<file path="config.mk">
export PLATFORM = sky130hd
export DESIGN_NAME = tone_melody_seq
export DESIGN_NICKNAME = d
export VERILOG_FILES = /design/src/rtl/melody_pkg.sv /design/src/rtl/tone_div.sv /design/src/rtl/song_select.sv /design/src/rtl/song_stepper.sv /design/src/rtl/tone_melody_seq.sv
export SDC_FILE = /design/constraint.sdc
export NUM_CORES = 1
export LEC_CHECK = 0
export ABC_CLOCK_PERIOD_IN_PS = 9000
export CELL_PAD_IN_SITES_DETAIL_PLACEMENT = 0
export CELL_PAD_IN_SITES_GLOBAL_PLACEMENT = 1
export CORE_MARGIN = 3
export CORE_UTILIZATION = 30
export DETAILED_ROUTE_END_ITERATION = 16
export PLACE_DENSITY = 0.62
export SYNTH_ARGS = -nofsm -noshare
export SYNTH_HDL_FRONTEND = slang
export SYNTH_SLANG_ARGS = --single-unit
</file>
<file path="constraint.sdc">
create_clock -name clk -period 9 [get_ports clk]
set_input_delay 1.8 -clock clk [delete_from_list [all_inputs] [get_ports clk]]
set_output_delay 1.8 -clock clk [all_outputs]
set_load 0.01 [all_outputs]
</file>
<file path="src/rtl/melody_pkg.sv">
package melody_pkg;

    localparam int NUM_NOTES  = 8;
    localparam int NUM_SONGS  = 4;
    localparam int CODE_W     = 4;
    localparam int SONG_W     = $clog2(NUM_SONGS);
    localparam int NOTE_IDX_W = $clog2(NUM_NOTES);
    localparam int MAX_LEN    = 183;
    localparam int STEP_W     = $clog2(MAX_LEN + 1);

    // Nominal tone frequencies, C4 up to C5 of the C-major scale
    localparam int unsigned NOTE_HZ [NUM_NOTES] =
        '{262, 294, 330, 349, 392, 440, 494, 523};

    typedef logic [CODE_W-1:0] step_code_t;
    typedef logic [STEP_W-1:0] step_idx_t;

    typedef enum logic {
        MODE_PIANO = 1'b0,
        MODE_SONG  = 1'b1
    } play_mode_e;

    typedef struct packed {
        play_mode_e        mode;
        logic [SONG_W-1:0] song;
    } play_sel_t;

    typedef struct packed {
        logic                  audible;
        logic [NOTE_IDX_W-1:0] idx;
    } note_pick_t;

    // Divider limit for a square wave of freq_hz from clk_hz
    function automatic int unsigned half_div(int unsigned clk_hz, int unsigned freq_hz);
        return clk_hz / (2 * freq_hz) - 1;
    endfunction

    function automatic step_idx_t song_len(logic [SONG_W-1:0] song);
        case (song)
            2'd0:    return step_idx_t'(8);
            2'd1:    return step_idx_t'(43);
            2'd2:    return step_idx_t'(112);
            default: return step_idx_t'(183);
        endcase
    endfunction

    // Melody contents computed rather than stored as a literal table
    function automatic step_code_t song_entry(logic [SONG_W-1:0] song, step_idx_t idx);
        int unsigned blk;
        int unsigned mul;
        if (song == '0) begin
            return step_code_t'(int'(idx) + 1);
        end
        blk = int'(idx) / 4;
        mul = 2 * int'(song) + 1;
        return step_code_t'((blk * mul) % 10);
    endfunction

    function automatic note_pick_t decode_code(step_code_t code);
        note_pick_t p;
        p.audible = (code >= 4'd1) && (code <= 4'd8);
        p.idx     = p.audible ? NOTE_IDX_W'(code - 4'd1) : '0;
        return p;
    endfunction

endpackage

</file>
<file path="src/rtl/tone_div.sv">
module tone_div #(
    parameter int unsigned DIV        = 10,
    parameter bit          PRESET_LVL = 1'b0
) (
    input  logic clk,
    input  logic rst,
    input  logic preset,
    output logic wave
);
    localparam int W = $clog2(DIV + 2);

    logic [W-1:0] cnt;

    always_ff @(posedge clk) begin
        if (rst) begin
            cnt  <= '0;
            wave <= 1'b0;
        end else if (preset) begin
            cnt  <= '0;
            wave <= PRESET_LVL;
        end else if (cnt == W'(DIV)) begin
            cnt  <= '0;
            wave <= ~wave;
        end else begin
            cnt  <= cnt + 1'b1;
        end
    end
endmodule

</file>
<file path="src/rtl/song_select.sv">
module song_select
    import melody_pkg::*;
(
    input  logic                 clk,
    input  logic                 rst,
    input  logic [NUM_SONGS-1:0] btn_i,
    output play_sel_t            cur,
    output logic                 restart
);
    logic [NUM_SONGS-1:0] btn_m;
    logic [NUM_SONGS-1:0] btn_s;
    play_sel_t            prev;

    always_ff @(posedge clk) begin
        if (rst) begin
            btn_m <= '0;
            btn_s <= '0;
        end else begin
            btn_m <= btn_i;
            btn_s <= btn_m;
        end
    end

    // Scan from the top down so the lowest pressed button is written last
    always_comb begin
        cur.mode = MODE_PIANO;
        cur.song = '0;
        for (int i = NUM_SONGS - 1; i >= 0; i--) begin
            if (btn_s[i]) begin
                cur.mode = MODE_SONG;
                cur.song = SONG_W'(i);
            end
        end
    end

    always_ff @(posedge clk) begin
        if (rst) begin
            prev.mode <= MODE_PIANO;
            prev.song <= '0;
        end else begin
            prev <= cur;
        end
    end

    assign restart = (cur.mode == MODE_PIANO) || (prev.mode == MODE_PIANO) ||
                     (cur.song != prev.song);
endmodule

</file>
<file path="src/rtl/song_stepper.sv">
module song_stepper
    import melody_pkg::*;
(
    input  logic      clk,
    input  logic      rst,
    input  logic      restart,
    input  logic      tick_lvl,
    input  step_idx_t len,
    output step_idx_t step,
    output logic      adv
);
    logic done_hi;

    assign adv = tick_lvl && !done_hi && !restart;

    always_ff @(posedge clk) begin
        if (rst) begin
            step    <= '0;
            done_hi <= 1'b0;
        end else if (restart) begin
            step    <= '0;
            done_hi <= 1'b1;
        end else if (adv) begin
            done_hi <= 1'b1;
            step    <= (step == len - 1'b1) ? '0 : step + 1'b1;
        end else if (!tick_lvl) begin
            done_hi <= 1'b0;
        end
    end
endmodule

</file>
<file path="src/rtl/tone_melody_seq.sv">
module tone_melody_seq
    import melody_pkg::*;
#(
    parameter int unsigned CLK_HZ  = 25_000_000,
    parameter int unsigned STEP_HZ = 16
) (
    input  logic                 clk,
    input  logic                 rst,
    input  logic [NUM_SONGS-1:0] btn_i,
    input  logic [NUM_NOTES-1:0] sw_i,
    output logic [NUM_NOTES-1:0] tone_o
);
    localparam int unsigned TICK_DIV = half_div(CLK_HZ, STEP_HZ);

    logic [NUM_NOTES-1:0] note_wave;
    logic                 tick_lvl;
    play_sel_t            sel;
    play_mode_e           cur_mode;
    logic                 restart;
    logic                 step_adv;
    step_idx_t            step_idx;
    step_idx_t            cur_len;
    note_pick_t           pick;
    logic [NUM_NOTES-1:0] tone_q;

    for (genvar g = 0; g < NUM_NOTES; g++) begin : g_note
        tone_div #(
            .DIV       (half_div(CLK_HZ, NOTE_HZ[g])),
            .PRESET_LVL(1'b0)
        ) u_div (
            .clk   (clk),
            .rst   (rst),
            .preset(1'b0),
            .wave  (note_wave[g])
        );
    end

    tone_div #(
        .DIV       (TICK_DIV),
        .PRESET_LVL(1'b1)
    ) u_tick (
        .clk   (clk),
        .rst   (rst),
        .preset(restart),
        .wave  (tick_lvl)
    );

    song_select u_sel (
        .clk    (clk),
        .rst    (rst),
        .btn_i  (btn_i),
        .cur    (sel),
        .restart(restart)
    );

    assign cur_mode = sel.mode;
    assign cur_len  = song_len(sel.song);

    song_stepper u_step (
        .clk     (clk),
        .rst     (rst),
        .restart (restart),
        .tick_lvl(tick_lvl),
        .len     (cur_len),
        .step    (step_idx),
        .adv     (step_adv)
    );

    assign pick = decode_code(song_entry(sel.song, step_idx));

    always_ff @(posedge clk) begin
        if (rst) begin
            tone_q <= '0;
        end else if (cur_mode == MODE_PIANO) begin
            tone_q <= sw_i & note_wave;
        end else begin
            tone_q <= {{(NUM_NOTES-1){1'b0}}, pick.audible & note_wave[pick.idx]};
        end
    end

    assign tone_o = tone_q;
endmodule

</file>
Word-level counts from Yosys, hierarchy flattened
Index checks and enable logic that the tools add are counted.
{"block": "word_totals", "regBits": 181, "latchBits": 0, "mem_bits_rw": 0, "romBits": 0, "input_bits": 14, "output_inout_bits": 8, "wordCells": 110, "memories": 0}
{"block": "classes", "addsub": 14, "n_mul": 1, "n_div": 1, "n_lt_le_gt_ge": 3, "eq_ne": 14, "shift": 0, "muxes": 18, "bitwise_logic": 13, "n_reduce_logical": 20}
{"cell": "16-bit by 1-bit adder with 16-bit output, second input constant", "n": 4}
{"cell": "16-bit equality test, second input constant", "n": 4}
{"cell": "15-bit by 1-bit adder with 15-bit output, second input constant", "n": 4}
{"cell": "15-bit equality test, second input constant", "n": 4}
{"cell": "32-bit by 4-bit modulo with 32-bit output, second input constant", "n": 1}
{"cell": "8-bit one-hot mux with 3 select lines", "n": 1}
{"cell": "20-bit by 1-bit adder with 20-bit output, second input constant", "n": 1}
{"cell": "20-bit equality test, second input constant", "n": 1}
{"cell": "2-bit OR reduction", "n": 10}
{"cell": "3-bit 2-to-1 mux", "n": 5}
{"cell": "1-bit NOT", "n": 11}
{"cell": "6-bit by 4-bit multiplier with 10-bit output", "n": 1}
{"cell": "8-bit by 1-bit adder with 8-bit output, second input constant", "n": 1}
{"cell": "8-bit AND", "n": 1}
{"cell": "8-bit equality test", "n": 1}
{"cell": "1-bit 2-to-1 mux", "n": 8}
{"cell": "4-bit 2-to-1 mux", "n": 2}
{"cell": "8-bit 2-to-1 mux", "n": 1}
{"cell": "8-bit by 1-bit subtractor with 8-bit output, second input constant", "n": 1}
{"cell": "3-bit by 1-bit adder with 4-bit output, second input constant", "n": 1}
{"cell": "4-bit by 1-bit adder with 4-bit output, second input constant", "n": 1}
{"cell": "4-bit by 1-bit greater-or-equal comparator with 1-bit output, second input constant", "n": 1}
{"cell": "4-bit less-or-equal comparator, second input constant", "n": 1}
{"cell": "3-bit by 4-bit < comparator with 1-bit output, second input constant", "n": 1}
{"cell": "other kinds (13)", "n": 17}

Logic depth before layout (Yosys ltp)
Gate-level depths: netlist (run 1).
{"block": "depth", "ltp_word": 15, "ltp_mapped": 38, "depth_no_buf": 36}

Modules after synthesis
A second synthesis (run 1) with hierarchy kept.
{"block": "hier_totals", "cells_unflattened": 1203, "area_unflattened_um2": 10602.7}
{"mod": "tone_melody_seq", "instances": 1, "cells_per_inst": 295, "area_per_inst_um2": 2303.5, "seq_area_each_um2": 160.2}
{"mod": "tone_div at u_tick", "instances": 1, "cells_per_inst": 111, "area_per_inst_um2": 968.4, "seq_area_each_um2": 420.4}
{"mod": "song_stepper", "instances": 1, "cells_per_inst": 97, "area_per_inst_um2": 805.8, "seq_area_each_um2": 180.2}
{"mod": "tone_div at g_note[6].u_div", "instances": 1, "cells_per_inst": 80, "area_per_inst_um2": 805.8, "seq_area_each_um2": 320.3}
{"mod": "tone_div at g_note[1].u_div", "instances": 1, "cells_per_inst": 88, "area_per_inst_um2": 792.0, "seq_area_each_um2": 340.3}
{"mod": "tone_div at g_note[3].u_div", "instances": 1, "cells_per_inst": 86, "area_per_inst_um2": 787.0, "seq_area_each_um2": 340.3}
{"mod": "tone_div at g_note[2].u_div", "instances": 1, "cells_per_inst": 83, "area_per_inst_um2": 783.3, "seq_area_each_um2": 340.3}
{"mod": "tone_div at g_note[0].u_div", "instances": 1, "cells_per_inst": 85, "area_per_inst_um2": 782.0, "seq_area_each_um2": 340.3}
{"mod": "tone_div at g_note[4].u_div", "instances": 1, "cells_per_inst": 81, "area_per_inst_um2": 739.5, "seq_area_each_um2": 320.3}
{"mod": "tone_div at g_note[5].u_div", "instances": 1, "cells_per_inst": 80, "area_per_inst_um2": 735.7, "seq_area_each_um2": 320.3}
{"mod": "tone_div at g_note[7].u_div", "instances": 1, "cells_per_inst": 78, "area_per_inst_um2": 700.7, "seq_area_each_um2": 320.3}
{"mod": "song_select", "instances": 1, "cells_per_inst": 39, "area_per_inst_um2": 399.1, "seq_area_each_um2": 220.2}

Least setup slack after synthesis (run 1)
OpenSTA, ideal clock, no wires.
{"block": "synth_path", "kind": "reg-to-reg", "start": "register u_sel.btn_s[2]", "end": "register tone_q[0] (netlist: tone_o[0])", "setup_ns": 0.117, "t_arrival_ns": 6.983, "t_required_ns": 8.883, "setup_slack_ns": 1.899, "stages_incl_launch_ff": 38, "path_buffers": 2, "synth_period_minus_slack_ns": 7.101, "path_cell_list": "dfxtp_1 inv_1 a21oi_1 nor2_1 inv_1 nor2_1 ha_1 inv_1 fa_1 inv_1 ha_1 buf_4 a21oi_2 o22ai_1 o21ai_0 o21ai_0 a21oi_1 ha_1 (+2 left out) and3_4 buf_6 o221ai_2 o21ai_2 and4_4 o31ai_4 o211ai_4 o21a_1 o211ai_1 xnor2_1 nor2_1 a21oi_1 ha_1 mux4_2 mux2_2 mux2i_1 o22ai_1 a32o_1"}
{"item": "from (decl)", "line": "song_select.sv:11", "text": "logic [NUM_SONGS-1:0] btn_s;"}
{"item": "from (signal assigned)", "line": "song_select.sv:20", "text": "btn_s <= btn_m;"}
{"item": "to (signal assigned)", "line": "tone_melody_seq.sv:75", "text": "tone_q <= sw_i & note_wave;"}
{"item": "to (signal assigned)", "line": "tone_melody_seq.sv:77", "text": "tone_q <= {{(NUM_NOTES-1){1'b0}}, pick.audible & note_wave[pick.idx]};"}
{"item": "to (decl)", "line": "tone_melody_seq.sv:24", "text": "logic [NUM_NOTES-1:0] tone_q;"}

==> results.toml, run 1 <==
[power]
peakVddDrop_v = 0.000107
leakage_nw = 3.91
power_density_mw_per_mm2 = 154

[detailed_routing]
drtAntennaViolNets = 0
drt_pass1_iterations = 4
wirelength_um = 18900
drc_errors = 0
drt-initial-drc-count = 292
routed_via_density = 4.70
num_vias = 7166
routedWlPerCell_um = 12.4

[sta]
worstMarginPinSlew_ns = 1.01
rsz0062_at_grt = "no"
max_slew_margin_pct = 32.3
setup-tns-final_ns = 0
setup_viol = 0
slew_viol_final = 0
setup_ws_ns = 0.968
clock_skew_ns = 0.0122
max_freq_ghz = 0.125
fin_crit_ns = 8.03
period_share_pct = 89.2
hold_viol = 0

[clock_tree]
clk_latency_ns = 0.43
post_cts_buffers = 0
cts_root_buffer = "clkbuf_16"
path_clk_slew_ns = 0.06
cts_max_level = 4
cts-buffers-inserted = 17
cts_tree = "yes"
clk_path_buf_depth = 2
cts-resized-gates = 0
cts_sinks = 181
hold_buffers = 0

[grt]
first_global_vias = 7046
grt_overflow = 0
antenna_found_initial = 0
grt_usage_pct = 11.7
grt_max_degree = 33
grt_pass1_wl_um = 33200

[synthesis]
synth_top_area_share_pct = 38.3
synth-simple-area-share_pct = 27.3
synth.distinct_cells = 90
synthMuxAreaShare_pct = 1.61
async_flop_share_pct = 0
netlist_area_mm2 = 0.00946
synth_edf_count = 0
synth_fp_nets = 1158
synth_compound_area_share_pct = 9.43
synth_adder_area_share_pct = 5.87
ys_seq_area_share_pct = 38.3
ys_ff_latch = 181
synth_top_family_by_area = "simple AND/OR/NAND/NOR gates"
syn_inst = 1102
avgSynthCellArea_um2 = 8.59
synth_xor_xnor_area_share_pct = 14.2
synthFlopType = "dfxtp_1"
yosysWarnings = 0
yosys.area.top_type = "dfxtp_1"
ys_top_cells_by_area = "dfxtp_1, nor2_1, xor2_1, xnor2_1, ha_1"

[floorplan]
die_w_um = 184
initial_utilization_pct = 30.7
ios = 22
rows = 64
dieHeight_um = 184
core-area_mm2 = 0.0308
die_area_mm2 = 0.0337

[critical_path]
rr_worst_depth = 34
crit_slowest_cell = "or4_1"
cp.arrival_ns = 8.35
cp.required_ns = 9.32
crit_fanout = 10
critPathMaxStageDelay_ns = 0.54
start_kind = "flop"
end_kind = "flop"
criticalPathCategory = "flop to flop"

[cells_and_area]
instances_no_fill = 1525
layout_common_cells = "nor2_1, dfxtp_1, xor2_1, nand2_1, xnor2_1"
final_common_cell = "nor2_1"
syn_to_final_growth_pct = 12.5
antenna_cells = 0
final_net_count = 1172
drive_gt1_share_pct = 7.09

[placement]
post-place-ws_ns = 1.02
portBuffers = 21
dp_cells = 1493
dp_hpwl_um = 13700
gp_congestion = 0.791

[worst_hold_path]
min_path_cells = 1
min_path_type = "flop to flop"

[flow_run]
cap_violations = 0

[run_status]
status = "completed"
## per-stage QoR
step | cell area, um2 | utilization (%) | power (mW) | hold slack (ns)
floorplan | 9460 | - | 0.885 | 0.414
global placement | 10000 | 32.6 | 0.904 | 0.431
finish | 10600 | 34.5 | 1.64 | 0.448
CTS | 10600 | 34.5 | 1.67 | 0.453
global route | 10600 | 34.5 | 1.71 | 0.470
detailed placement | 10000 | 32.6 | 0.905 | 0.437
## Yosys cell counts, types with 12 or more instances
| cell type | instances |
|---|---|
| clkbuf_1 | 21 |
| o21ai_0 | 13 |
| nand2_1 | 81 |
| nor2_1 | 218 |
| xor2_1 | 86 |
| nand4_1 | 33 |
| and3_1 | 32 |
| nor3_1 | 14 |
| dfxtp_1 | 181 |
| nor2b_1 | 12 |
| xnor2_1 | 66 |
| ha_1 | 38 |
| and2_1 | 17 |
| a21oi_1 | 26 |
| or3_1 | 13 |
| inv_1 | 46 |
| nand3_1 | 59 |
## layer usage
layer | wire length (um) | vias up | GRT usage [%]
met5 | 0 | - | 0
met4 | 297 | 0 | 4.02
met3 | 429 | 18 | 2.22
met2 | 8520 | 55 | 19.1
met1 | 9610 | 3316 | 15.6
li1 | - | 3777 | -
## where the power goes
| part | internal (mW) | total (mW) | switching (mW) |
|---|---|---|---|
| Sequential | 0.813 | 0.824 | 0.0112 |
| Combinational | 0.0261 | 0.0607 | 0.0345 |
| Clock | 0.440 | 0.754 | 0.313 |
| Total | 1.28 | 1.64 | 0.359 |
## registers in the layout, summed over array words and instances (netlist names)
name	flops
u_sel.prev	3
u_tick.wave	1
g_note.u_div.wave	8
u_sel.btn_s	4
g_note.u_div.cnt	124
tone_o	8
u_step.step	8
u_sel.btn_m	4
u_step.done_hi	1
u_tick.cnt	20
## cells by family after synthesis
kind of cell / count (synthesis)
AOI/OAI and AO/OA: 108
xor gates and xnor gates: 153
muxes: 12
DFF: 181
buffers and inverters: 74
adders and majority gates: 42
and+or+nand+nor: 532
## worst max-delay path: cells and delay by family (launching register included)
kind,cells,cell delay (ns)
compound gates,14,2.89
xor+xnor,1,0.16
fa+ha+maj,5,1.72
buf+inv,3,0.31
flops,1,0.36
mux,3,0.74
simple gates,8,1.72
## worst paths after layout
check | from | endpoint | slack (ns)
worst max-delay path | u_sel.btn_s[3]$_SDFF_PP0_ | tone_o[0]$_SDFF_PP0_ | 0.97
worst min-delay path | g_note[3].u_div.cnt[0]$_SDFF_PP0_ | g_note[3].u_div.cnt[0]$_SDFF_PP0_ | 0.45
worst max register to register | u_sel.btn_s[3]$_SDFF_PP0_ | tone_o[0]$_SDFF_PP0_ | 0.97
worst min register to register | g_note[3].u_div.cnt[0]$_SDFF_PP0_ | g_note[3].u_div.cnt[0]$_SDFF_PP0_ | 0.45
## area by class of cell
class | count | area (um2)
Fill cell | 3241 | 20200
Inverter | 46 | 173
Sequential cell | 181 | 3620
Tap cell | 396 | 495
Clock inverter | 10 | 119
Clock buffer | 22 | 484
Timing Repair Buffer | 23 | 225
Multi-Input combinational cell | 847 | 5530
(Power assumes the default switching activity.)
==> run 2, diff against run 1 <==
--- a/config.mk
+++ b/config.mk
@@ -5,7 +5,7 @@
 export SDC_FILE = /design/constraint.sdc
 export NUM_CORES = 1
 export LEC_CHECK = 0
-export ABC_CLOCK_PERIOD_IN_PS = 9000
+export ABC_CLOCK_PERIOD_IN_PS = 8500
 export CELL_PAD_IN_SITES_DETAIL_PLACEMENT = 0
 export CELL_PAD_IN_SITES_GLOBAL_PLACEMENT = 1
 export CORE_MARGIN = 3
==> constraint.sdc (replaced) <==
create_clock -name clk -period 8.5 [get_ports clk]
set_input_delay 1.7 -clock clk [delete_from_list [all_inputs] [get_ports clk]]
set_output_delay 1.7 -clock clk [all_outputs]
set_load 0.01 [all_outputs]
==> run 2 against run 1 <==
Hold slack got worse by 0.0027 ns. Clock power increased by 8.6%. Sequential power is 5.9% higher. Highest routed layer is now met5.
==> results.toml, run 2 (same netlist as run 1, synthesis figures left out) <==
[run_status]
status = "completed"

[power]
power.switching_mw = 0.393
p_comb_share_pct = 3.7
sw_frac_of_total_pct = 22.4
internal_power_mw = 1.36
leakage_nw = 3.92
power_density_mw_per_mm2 = 164
clkPwrFrac_pct = 46.6
totalPowerFinal_mw = 1.76
peakVddDrop_v = 0.000124
power_frac_seq_pct = 49.7

[placement]
dp_cells = 1494
placed_cell_area_mm2 = 0.0101
portBuffers = 21
dp_hpwl_um = 13700
post-place-ws_ns = 0.568
gp_congestion = 0.780

[detailed_routing]
routed_via_density = 4.70
routedWlPerCell_um = 12.5
drc_errors = 0
drt_pass1_iterations = 4
num_vias = 7179
wirelength_um = 19100
drt-initial-drc-count = 279
drtAntennaViolNets = 0

[clock_tree]
cts_max_level = 4
cts_root_buffer = "clkbuf_16"
cts-buffers-inserted = 17
clk_path_buf_depth = 2
cts_tree = "yes"
path_clk_slew_ns = 0.07
cts_sinks = 181
clk_latency_ns = 0.44

[floorplan]
ios = 22
initial_utilization_pct = 30.7
die_area_mm2 = 0.0337
die_w_um = 184
core-area_mm2 = 0.0308
dieHeight_um = 184
rows = 64

[cells_and_area]
layout_common_cells = "nor2_1, dfxtp_1, xor2_1, nand2_1, xnor2_1"
reg_top3 = "g_note.u_div.cnt (124), u_tick.cnt (20)"
antenna_cells = 0
final_common_cell = "nor2_1"
instances_no_fill = 1527
top_register = "g_note.u_div.cnt"
postLayoutCoreUtil_pct = 34.6
largest_reg_flops = 124
stdcell_area_mm2 = 0.0107
final_net_count = 1174
drive_gt1_share_pct = 7.34
n_fill_cell = 3203
syn_to_final_growth_pct = 12.9

[sta]
rsz0062_at_grt = "no"
setup_ws_ns = 0.718
timing.hold.ws_ns = 0.446
setup-tns-final_ns = 0
worstMarginPinSlew_ns = 1.00
setup_viol = 0
max_slew_margin_pct = 32.9
fin_crit_ns = 7.78
hold_viol = 0
period_share_pct = 91.5
max_freq_ghz = 0.129
slew_viol_final = 0
clock_skew_ns = 0.0110

[critical_path]
crit_path_start = "u_sel.btn_s[2]$_SDFF_PP0_"
crit_slowest_cell = "or4_1"
r2r_start = "u_sel.btn_s[2]$_SDFF_PP0_"
end_kind = "flop"
worst-r2r-setup-slack_ns = 0.72
cp.arrival_ns = 8.10
r2r-end = "tone_o[0]$_SDFF_PP0_"
crit_end = "tone_o[0]$_SDFF_PP0_"
criticalPathCategory = "flop to flop"
cp.required_ns = 8.82
rr_worst_depth = 35
critPathMaxStageDelay_ns = 0.54
start_kind = "flop"
crit_fanout = 9

[grt]
first_global_vias = 6949
grt_overflow = 0
antenna_found_initial = 1
grt_pass1_wl_um = 33400
grt_max_degree = 33
grt_usage_pct = 11.8

[flow_run]
cap_violations = 0

[worst_hold_path]
min_path_type = "flop to flop"
==> run 2: cell count changes in the layout (fill, tap and decap cells not counted) <==
cell and delta:
nor2_2 +1, a31oi_2 +1, nor2_1 -1, clkbuf_8 -3, inv_8 +1, clkinv_2 -1, clkinv_4 +2, buf_4 +1
bufinv_16 +1
==> run 2: power groups by stage <==
stage	Clock [mW]	Sequential [mW]	Combinational, mW
final	0.819	0.873	0.0644
after global routing	0.877	0.875	0.0740
after CTS	0.849	0.873	0.0663
after detailed placement	0	0.892	0.0660
after global placement	0	0.892	0.0652
after floorplan	0	0.889	0.0479
==> run 2: area by class of cell <==
type                            instances  area (um2)  area share [%]
Sequential cell                       181        3620            33.9
Multi-Input combinational cell        848        5540            51.9
Timing Repair Buffer                   24         233            2.18
Inverter                               46         173            1.62
Tap cell                              396         495            4.64
Clock buffer                           19         443            4.15
Clock inverter                         13         173            1.62
==> run 2: how the worst min path moves through the flow <==
stage                                            startpoint                           endpoint  depth (start not counted)
final                     g_note[1].u_div.cnt[0]$_SDFF_PP0_  g_note[1].u_div.cnt[0]$_SDFF_PP0_                          1
after global routing      g_note[7].u_div.cnt[0]$_SDFF_PP0_  g_note[7].u_div.cnt[0]$_SDFF_PP0_                          1
after CTS                 g_note[1].u_div.cnt[0]$_SDFF_PP0_  g_note[1].u_div.cnt[0]$_SDFF_PP0_                          1
after detailed placement  g_note[1].u_div.cnt[0]$_SDFF_PP0_  g_note[1].u_div.cnt[0]$_SDFF_PP0_                          1
after global placement    g_note[1].u_div.cnt[0]$_SDFF_PP0_  g_note[1].u_div.cnt[0]$_SDFF_PP0_                          1
after floorplan                   u_sel.btn_m[0]$_SDFF_PP0_          u_sel.btn_s[0]$_SDFF_PP0_                          1
==> run 2: layer usage <==
metal	wire [um]	vias up	GRT usage [%]
met1	9770	3304	15.9
met2	8550	63	18.9
li1	-	3790	-
met5	11	-	0
met3	474	20	2.43
met4	289	2	3.93
==> run 2: timing repair <==
action                     CTS  global route
setup buffers                0             0
hold buffers                 0             0
resized for setup            0             1
setup endpoints to repair    0             1
==> run 2: critical path, delay by kind of cell (launching register included) <==
kind / cells / cell delay [ns]
xor+xnor: 1 / 0.15
buf+inv: 4 / 0.31
fa+ha+maj: 5 / 1.76
flops: 1 / 0.36
mux: 3 / 0.75
compound gates: 16 / 3.29
simple gates: 6 / 1.06
